===== config.mk =====
export PLATFORM = sky130hd
export DESIGN_NAME = nbt_read_target
export DESIGN_NICKNAME = d
export VERILOG_FILES = /design/src/rtl/nbt_pkg.sv /design/src/rtl/nbt_size_map.sv /design/src/rtl/nbt_lad_drive.sv /design/src/rtl/nbt_read_target.sv
export SDC_FILE = /design/constraint.sdc
export NUM_CORES = 1
export LEC_CHECK = 0
export ABC_AREA = 0
export ABC_CLOCK_PERIOD_IN_PS = 5800
export BUFFER_PORTS_ARGS = -buffer_cell sky130_fd_sc_hd__buf_2
export CAP_MARGIN = 5
export CORE_UTILIZATION = 55
export CTS_BUF_LIST = sky130_fd_sc_hd__clkbuf_4
export DETAILED_ROUTE_END_ITERATION = 10
export GPL_ROUTABILITY_DRIVEN = 1
export GPL_TIMING_DRIVEN = 1
export PLACE_DENSITY = 0.78
export SLEW_MARGIN = 10
export SYNTH_ARGS = -nofsm -noshare
export SYNTH_HDL_FRONTEND = slang
export SYNTH_SLANG_ARGS = --single-unit

===== constraint.sdc =====
create_clock -name clk -period 5.8 [get_ports clk]
set_input_delay 0.87 -clock clk [delete_from_list [all_inputs] [get_ports clk]]
set_output_delay 0.87 -clock clk [all_outputs]
set_load 0.005 [all_outputs]

===== src/rtl/nbt_pkg.sv =====
package nbt_pkg;

   typedef enum logic [3:0] {
      S_IDLE,
      S_ID,
      S_ADDR,
      S_SIZE,
      S_HTAR,
      S_TTAR,
      S_WSYNC,
      S_RSYNC,
      S_DLO,
      S_DHI,
      S_ETAR
   } nbt_state_e;

   localparam logic [3:0] NIB_START = 4'b1101;
   localparam logic [3:0] NIB_TAR   = 4'b1111;
   localparam logic [3:0] NIB_WAIT  = 4'b0101;
   localparam logic [3:0] NIB_READY = 4'b0000;

endpackage


===== src/rtl/nbt_size_map.sv =====
module nbt_size_map #(
   parameter int MAX_LOG = 7,
   localparam int LW     = (MAX_LOG < 2) ? 1 : $clog2(MAX_LOG + 1)
) (
   input  logic [3:0]    code,
   output logic [LW-1:0] size_log
);

   logic legal;

   generate
      if (MAX_LOG >= 7) begin : g_full
         always_comb legal = (code == 4'd0) || (code == 4'd1) || (code == 4'd2)
                             || (code == 4'd4) || (code == 4'd7);
      end else begin : g_capped
         always_comb legal = ((code == 4'd0) || (code == 4'd1) || (code == 4'd2)
                              || (code == 4'd4) || (code == 4'd7))
                             && (int'(code) <= MAX_LOG);
      end
   endgenerate

   always_comb size_log = legal ? LW'(code) : '0;

endmodule


===== src/rtl/nbt_lad_drive.sv =====
module nbt_lad_drive #(
   parameter bit DRIVE_TAR = 1'b1
) (
   input  logic       clk,
   input  logic       rst_n,
   input  logic       frame_n,
   input  logic       nxt_oe,
   input  logic       nxt_tar,
   input  logic [3:0] nxt_lad,
   output logic [3:0] lad_out,
   output logic       lad_oe,
   output logic       oe_q
);

   logic       oe_d;
   logic [3:0] lad_q;

   generate
      if (DRIVE_TAR) begin : g_drive_tar
         always_comb oe_d = nxt_oe;
      end else begin : g_float_tar
         always_comb oe_d = nxt_oe & ~nxt_tar;
      end
   endgenerate

   always_ff @(posedge clk or negedge rst_n) begin
      if (!rst_n) begin
         oe_q  <= 1'b0;
         lad_q <= 4'b1111;
      end else begin
         oe_q  <= oe_d;
         lad_q <= nxt_lad;
      end
   end

   always_comb lad_out = lad_q;
   always_comb lad_oe  = oe_q & frame_n;

endmodule


===== src/rtl/nbt_read_target.sv =====
module nbt_read_target
   import nbt_pkg::*;
#(
   parameter int ADDR_NIBS = 7,
   parameter int MAX_LOG   = 7,
   parameter bit DRIVE_TAR = 1'b1
) (
   input  logic                   clk,
   input  logic                   rst_n,
   input  logic                   frame_n,
   input  logic [3:0]             lad_in,
   input  logic [3:0]             strap_id,
   output logic [3:0]             lad_out,
   output logic                   lad_oe,
   output logic                   mem_rd_en,
   output logic [4*ADDR_NIBS-1:0] mem_addr,
   input  logic [7:0]             mem_rd_data
);

   localparam int AW  = 4 * ADDR_NIBS;
   localparam int CW  = MAX_LOG;
   localparam int NCW = $clog2(ADDR_NIBS);
   localparam int LW  = (MAX_LOG < 2) ? 1 : $clog2(MAX_LOG + 1);

   generate
      if (ADDR_NIBS < 2 || ADDR_NIBS > 8) begin : g_bad_nibs
         $error("nbt_read_target: ADDR_NIBS must lie in 2..8");
      end
      if (MAX_LOG < 1 || MAX_LOG > 7) begin : g_bad_log
         $error("nbt_read_target: MAX_LOG must lie in 1..7");
      end
      if (CW > AW) begin : g_bad_cw
         $error("nbt_read_target: burst index wider than address");
      end
   endgenerate

   nbt_state_e      state_q, state_d;
   logic [NCW-1:0]  nib_q;
   logic [AW-1:0]   addr_q;
   logic [LW-1:0]   size_log, log_q;
   logic [CW-1:0]   idx_q, last_idx, mask_d, fetch_idx;
   logic [7:0]      byte_q;
   logic            nxt_oe, nxt_tar, oe_q;
   logic [3:0]      nxt_lad;

   nbt_size_map #(.MAX_LOG(MAX_LOG)) size_map_i (
      .code     (lad_in),
      .size_log (size_log)
   );

   always_comb mask_d   = ~({CW{1'b1}} << size_log);
   always_comb last_idx = ~({CW{1'b1}} << log_q);

   // next-state decode
   always_comb begin
      state_d = state_q;
      if (!frame_n) begin
         state_d = (lad_in == NIB_START) ? S_ID : S_IDLE;
      end else begin
         unique case (state_q)
            S_IDLE:  state_d = S_IDLE;
            S_ID:    state_d = (lad_in == strap_id) ? S_ADDR : S_IDLE;
            S_ADDR:  state_d = (nib_q == NCW'(ADDR_NIBS - 1)) ? S_SIZE : S_ADDR;
            S_SIZE:  state_d = S_HTAR;
            S_HTAR:  state_d = S_TTAR;
            S_TTAR:  state_d = S_WSYNC;
            S_WSYNC: state_d = (nib_q == NCW'(1)) ? S_RSYNC : S_WSYNC;
            S_RSYNC: state_d = S_DLO;
            S_DLO:   state_d = S_DHI;
            S_DHI:   state_d = (idx_q == last_idx) ? S_ETAR : S_DLO;
            S_ETAR:  state_d = S_IDLE;
            default: state_d = S_IDLE;
         endcase
      end
   end

   // outputs for the next clock, registered in the driver
   always_comb begin
      nxt_oe  = 1'b0;
      nxt_tar = 1'b0;
      nxt_lad = NIB_TAR;
      unique case (state_d)
         S_TTAR:  begin nxt_oe = 1'b1; nxt_tar = 1'b1; nxt_lad = NIB_TAR;   end
         S_WSYNC: begin nxt_oe = 1'b1; nxt_lad = NIB_WAIT;                  end
         S_RSYNC: begin nxt_oe = 1'b1; nxt_lad = NIB_READY;                 end
         S_DLO:   begin nxt_oe = 1'b1; nxt_lad = mem_rd_data[3:0];          end
         S_DHI:   begin nxt_oe = 1'b1; nxt_lad = byte_q[7:4];               end
         S_ETAR:  begin nxt_oe = 1'b1; nxt_lad = NIB_TAR;                   end
         default: begin nxt_oe = 1'b0; nxt_lad = NIB_TAR;                   end
      endcase
   end

   always_ff @(posedge clk or negedge rst_n) begin
      if (!rst_n) begin
         state_q <= S_IDLE;
         nib_q   <= '0;
         addr_q  <= '0;
         log_q   <= '0;
         idx_q   <= '0;
         byte_q  <= '0;
      end else begin
         state_q <= state_d;
         if (state_d != state_q) begin
            nib_q <= '0;
         end else if (state_q == S_ADDR || state_q == S_WSYNC) begin
            nib_q <= nib_q + NCW'(1);
         end
         if (frame_n && state_q == S_ADDR) begin
            addr_q <= {addr_q[AW-5:0], lad_in};
         end
         if (frame_n && state_q == S_SIZE) begin
            addr_q <= addr_q & ~{{(AW-CW){1'b0}}, mask_d};
            log_q  <= size_log;
         end
         if (state_q == S_RSYNC) begin
            idx_q <= '0;
         end else if (state_q == S_DHI && state_d == S_DLO) begin
            idx_q <= idx_q + CW'(1);
         end
         if (state_d == S_DLO) begin
            byte_q <= mem_rd_data;
         end
      end
   end

   // one fetch ahead: first byte requested in the second wait clock
   always_comb fetch_idx = (state_q == S_DLO) ? (idx_q + CW'(1)) : '0;
   always_comb mem_rd_en = frame_n &&
                           ((state_q == S_WSYNC && nib_q == NCW'(1)) ||
                            (state_q == S_DLO && idx_q != last_idx));
   always_comb mem_addr  = addr_q | {{(AW-CW){1'b0}}, fetch_idx};

   nbt_lad_drive #(.DRIVE_TAR(DRIVE_TAR)) drive_i (
      .clk     (clk),
      .rst_n   (rst_n),
      .frame_n (frame_n),
      .nxt_oe  (nxt_oe),
      .nxt_tar (nxt_tar),
      .nxt_lad (nxt_lad),
      .lad_out (lad_out),
      .lad_oe  (lad_oe),
      .oe_q    (oe_q)
   );


   addr_cnt_chk: assert property (@(posedge clk) disable iff (!rst_n)
      (state_q == S_ADDR) |-> (int'(nib_q) < ADDR_NIBS));


   rsync_order_chk: assert property (@(posedge clk) disable iff (!rst_n)
      (state_q == S_RSYNC) |-> ($past(state_q) == S_WSYNC));


   dhi_order_chk: assert property (@(posedge clk) disable iff (!rst_n)
      (state_q == S_DHI) |-> ($past(state_q) == S_DLO));


   end_release_chk: assert property (@(posedge clk) disable iff (!rst_n)
      (state_q == S_ETAR && frame_n) |=> !oe_q);


   abort_drop_chk: assert property (@(posedge clk) disable iff (!rst_n)
      (!frame_n) |=> (!oe_q && (state_q == S_ID || state_q == S_IDLE)));


   oe_window_chk: assert property (@(posedge clk) disable iff (!rst_n)
      oe_q |-> (state_q inside {S_TTAR, S_WSYNC, S_RSYNC, S_DLO, S_DHI, S_ETAR}));

endmodule


== Word level (Yosys, flattened, before mapping) ==
Index checks and enable logic that the tools add are counted.
W data, S select, Z words.

* Flip-flop bits (word level): 58
* Output and inout bits: 34
* Word-level logic and storage cells: 78

* $add $sub $neg: 2
* Equality and inequality tests: 26
* Shifts and indexed selects: 2
* Mux-type cells: 17
* Bitwise logic cells: 6
* Reduce and logical (&&, ||, !) cells: 17

{| class="wikitable"
|+ Operator list
! kind !! number
|-
| $mux W28 || 2
|-
| $eq A4 B3 Y1 const B || 9
|-
| $pmux W4 S9 || 1
|-
| $and A28 B28 Y28 || 1
|-
| $not A7 Y28 || 1
|-
| $or A28 B7 Y28 || 1
|-
| $eq A4 B4 Y1 const B || 6
|-
| $mux W7 || 3
|-
| $pmux W4 S4 || 1
|-
| $not A7 Y7 || 2
|-
| $shl A7 B3 Y7 const A || 2
|-
| $eq A4 B2 Y1 const B || 3
|-
| $mux W3 || 3
|-
| $eq A4 B1 Y1 const B || 2
|-
| $add A7 B1 Y7 const B || 1
|-
| $eq A7 B7 Y1 || 1
|-
| $ne A7 B7 Y1 || 1
|-
| $logic_and A1 B1 Y1 || 6
|-
| $logic_or A1 B1 Y1 || 6
|-
| $reduce_bool A2 Y1 || 3
|-
| $reduce_or A6 Y1 || 1
|-
| $eq A4 B4 Y1 || 1
|-
| $logic_not A4 Y1 || 1
|-
| $mux W1 || 4
|-
| 7 further kinds || 8
|}

== Longest topological paths before layout ==
* Depth in word-level cells: 11
* Depth in mapped cells: 10
* Depth with buffers taken out: 9

== Modules after synthesis ==
From an unflattened synthesis, not the netlist that was laid out.

* Cell total of the unflattened synthesis: 346
* Area total of the unflattened synthesis: 3128.0 um^2

{| class="wikitable"
|+ By module, submodules not included
! module !! instances !! cells an instance !! area each (um^2)
|-
| nbt_read_target || 1 || 334 || 2942.8
|-
| nbt_lad_drive || 1 || 6 || 136.4
|-
| nbt_size_map || 1 || 6 || 48.8
|}

== Worst setup path after synthesis ==
Ideal clock, no wire load.

* Path kind: register to output
* Start point: register log_q[2]
* End point: output port mem_rd_en
* Data arrival time: 1.752 ns
* Path slack: 3.178 ns
* Stages on the path, launching flop included: 9
* Buffers on the path: 2
* Cells stage by stage: dfrtp_1 buf_6 or4b_1 o21ai_1 a31oi_1 or3_1 buf_6 nand2_1 a21boi_0

* Longest elaborated chain between the ends: 6

{| class="wikitable"
|+ Ends and longest elaborated chain
! what !! line !! source
|-
| start, declared || nbt_read_target.sv:40 || <nowiki>logic [LW-1:0] size_log, log_q;</nowiki>
|-
| start signal, assigned || nbt_read_target.sv:113 || <nowiki>log_q <= size_log;</nowiki>
|-
| $shl A7 B3 Y7 || nbt_read_target.sv:52 || <nowiki>always_comb last_idx = ~({CW{1'b1}} << log_q);</nowiki>
|-
| $not A7 Y7 || nbt_read_target.sv:52 ||
|-
| $ne A7 B7 Y1 || nbt_read_target.sv:130 || <nowiki>(state_q == S_DLO && idx_q != last_idx));</nowiki>
|-
| $logic_and A1 B1 Y1 || nbt_read_target.sv:130 ||
|-
| $logic_or A1 B1 Y1 || nbt_read_target.sv:129 || <nowiki>((state_q == S_WSYNC && nib_q == NCW'(1)) ||</nowiki>
|-
| $logic_and A1 B1 Y1 || nbt_read_target.sv:128 || <nowiki>always_comb mem_rd_en = frame_n &&</nowiki>
|-
| end, declared || nbt_read_target.sv:15 || <nowiki>output logic mem_rd_en,</nowiki>
|}

Every way passes these cells.

== Worst setup path in the final report ==
* Start point: register idx_q[4]
* End point: output port mem_rd_en

* Longest elaborated chain between the ends: 4

{| class="wikitable"
|+ Ends and longest elaborated chain
! what !! line !! source
|-
| start, declared || nbt_read_target.sv:41 || <nowiki>logic [CW-1:0] idx_q, last_idx, mask_d, fetch_idx;</nowiki>
|-
| start signal, assigned || nbt_read_target.sv:118 || <nowiki>idx_q <= idx_q + CW'(1);</nowiki>
|-
| $ne A7 B7 Y1 || nbt_read_target.sv:130 ||
|-
| $logic_and A1 B1 Y1 || nbt_read_target.sv:130 ||
|-
| $logic_or A1 B1 Y1 || nbt_read_target.sv:129 ||
|-
| $logic_and A1 B1 Y1 || nbt_read_target.sv:128 ||
|}

Every way passes these cells.

==> out/qor.csv <==
stage,metric,value,unit
sta,hold_viol,0,
logic_synthesis,yosysMostFrequentCell,nand2_1,
logic_synthesis,synthTopCellsByCount,"nand2_1 (62), dfrtp_1 (50), nand3_1 (36), buf_4 (21), nor2_1 (17)",
worst_setup_path,crit_buf_inv,1,
detailed_routing,first_pass_iters,7,
floorplanning,start_util,0.589,
grt,use_met2,0.357,
logic_synthesis,yosys_warnings,0,
sta,maxSlewHeadroom,0.209,
floorplanning,num_rows,26,
worst_setup_path,worst_ep_arrival_time,2.38,ns
logic_synthesis,synth_area,0.00308,mm2
sta,max_freq,307,MHz
placement,port-buffer-count,52,
worst_setup_path,endpoint_kind,primary output,
final_layout,nets,387,
logic_synthesis,syn_avg_cell_area,8.94,um2
clock_network,post_cts_buffers,0,
sta,setup_slack,2.55,ns
worst_setup_path,max_stage_delay,0.54,ns
worst_setup_path,start_kind,flop,
worst_setup_path,crit_type,flop to primary output,
worst_setup_path,crit_fanout,7,
grt,first_global_vias,2347,
worst_setup_path,cp_slowest_cell,or4_1,
power_and_ir_drop,power.total,589,uW
grt,met1_usage,0.330,
detailed_routing,wire_per_inst,14.8,um
final_layout,utilization,0.618,
grt,grt_start_max_net_pins,55,
floorplanning,die_area,0.00591,mm2
placement,place.gp.congestion,0.832,
logic_synthesis,syn_nets,368,
clock_network,cts_hold_buffers,0,
power_and_ir_drop,vdd_drop_max,103,uV
clock_network,cts_tree,done,
placement,dpl_worst_slack,2.95,ns
logic_synthesis,async_flop_share,1.00,
grt,grt.busiest_layer,met2,
detailed_routing,drcViolationCount,0,
worst_setup_path,critPathTopFamily,simple AND/OR/NAND/NOR gates,
detailed_routing,final_antenna_net_count,0,
final_layout,n_fill_cell,478,
final_layout,n_antenna_cell,0,
floorplanning,fp.dieH,76.9,um
sta,rsz0062_at_grt,no,
placement,hpwlAfterDp,4.59,mm
sta,fin_crit,3.25,ns
logic_synthesis,ys_seq_area_frac,0.440,
hold_path,min_path_type,flop to flop,
sta,skew,0.0114,ns
grt,grt_pass1_wl,11.0,mm
logic_synthesis,yosysTopAreaCell,dfrtp_1,
sta,slew_violations,0,
floorplanning,coreArea,0.00524,mm2
clock_network,clkLatencyLatePin,0.37,ns
grt,antenna_found_initial,0,
logic_synthesis,synth-edff-count,0,
clock_network,cts-root-buf,clkbuf_4,
clock_network,cts.sinks,54,
logic_synthesis,synth_flop_cell,dfrtp_1,
floorplanning,die_w,76.9,um
logic_synthesis,ys_top_cells_by_area,"dfrtp_1 (41%), nand2_1 (7.5%), nand3_1 (5.8%), buf_4 (5.1%), dfstp_2 (3.4%)",
sta,period_share,0.561,
grt,gr-total-overflow,0,
worst_setup_path,worstPathCellList,or4_1 > o22ai_1 > a31oi_1 > or3_1 > nand2_1 > a21boi_0 > buf_2,
logic_synthesis,synth_cells,345,
clock_network,cts_resized,0,
sta,tightest_slew,1.18,ns
run,cap_violations,0,
detailed_routing,vias_per_cell,5.71,
grt,grtUsageTotal,0.233,
detailed_routing,first_iter_violations,174,
worst_setup_path,required,4.93,ns
sta,tns,0,ns
sta,setup_violations,0,
grt,grt_use_met3,0.0429,
clock_network,cts_max_path_buffers,2,
floorplanning,io_pins,53,
logic_synthesis,ys_ff_latch,54,
clock_network,htree_levels,2,
power_and_ir_drop,p_leak,0.00171,uW
detailed_routing,wl,6.44,mm
clock_network,cts_made_buffers,5,
sta,holdWs,0.483,ns
logic_synthesis,yosysUniqueCellTypes,54,
final_layout,syn2layout_area_growth,5.07,%
detailed_routing,vias,2485,
status,outcome,completed,
clock_network,clk_pin_slew_worst_paths,0.15,ns
final_layout,drive_gt1_frac,0.205,
power_and_ir_drop,p_per_area,182,mW/mm2
logic_synthesis,synth_top_area_frac,0.406,
layout by cell type, fill, tap and decap left out, drive strengths merged, types with 7 or more instances in the layout:
cell   netlist  layout
a21oi       11      11
buf         28      53
dfrtp       50      50
inv         10      11
nand2       62      62
nand3       36      36
nand4        8       8
nor2        17      17
o21ai        9       9
xnor2        7       7
xor2         8       8
worst register-to-register path: stages, from the launching register on:
cell and delay (ns):
dfrtp_1 0.46, or4_1 0.54, o22ai_1 0.14, a31oi_1 0.08
o31ai_1 0.98, and2_1 0.31, a21o_2 0.14
report_power, final:
group	leakage [uW]	switching [uW]	total, uW	internal (uW)
Clock	0.0000337	115	168	52.9
Sequential	0.000728	3.74	384	381
Combinational	0.000949	20.7	36.2	15.5
Total	0.00171	140	589	449
worst paths after layout:
path                                           to              startpoint  depth (start not counted)  slack (ns)
max                                     mem_rd_en    idx_q[4]$_DFFE_PN0P_                          7        2.55
min                        addr_q[25]$_DFFE_PN0P_  addr_q[25]$_DFFE_PN0P_                          2        0.48
max reg2reg                  idx_q[2]$_DFFE_PN0P_    idx_q[4]$_DFFE_PN0P_                          6        3.11
min reg2reg                addr_q[25]$_DFFE_PN0P_  addr_q[25]$_DFFE_PN0P_                          2        0.48
max in group asynchronous    log_q[0]$_DFFE_PN0P_                   rst_n                          2        4.75
min in group asynchronous  drive_i.oe_q$_DFF_PN0_                   rst_n                          2        0.59
logic make-up after synthesis:
logic type | share of synthesized area
buffers and inverters | 0.0954
DFF | 0.440
AOI/OAI and AO/OA | 0.129
xor gates and xnor gates | 0.0426
muxes | 0.0426
adders and majority gates | 0.0162
and+or+nand+nor | 0.235
area by class of cell:
cell class / count / area (um2) / share of cell area
tap: 70 / 87.6 / 0.0270
timing repair buffer: 53 / 268 / 0.0827
inverter: 10 / 37.5 / 0.0116
sequential: 54 / 1360 / 0.419
clock inverter: 2 / 12.5 / 0.00386
clock buffer: 6 / 45.0 / 0.0139
multi-input combinational: 240 / 1430 / 0.442
per-layer routing:
layer	up-vias	wire [um]
met1	1180	3060
li1	1216	-
met4	0	123
met5	-	0
met3	11	324
met2	78	2930
stage by stage:
stage               std cells  instance area, um2
floorplan                 345                3080
detailed placement        427                3180
global placement          427                3180
global route              435                3240
CTS                       435                3240
finish                    435                3240
registers in the layout, summed over array words and instances (netlist names):
signal,count
byte_q,4
drive_i.oe_q,1
state_q,4
log_q,3
drive_i.lad_out,4
idx_q,7
nib_q,3
addr_q,28
Power figures use the tool's default switching activity.
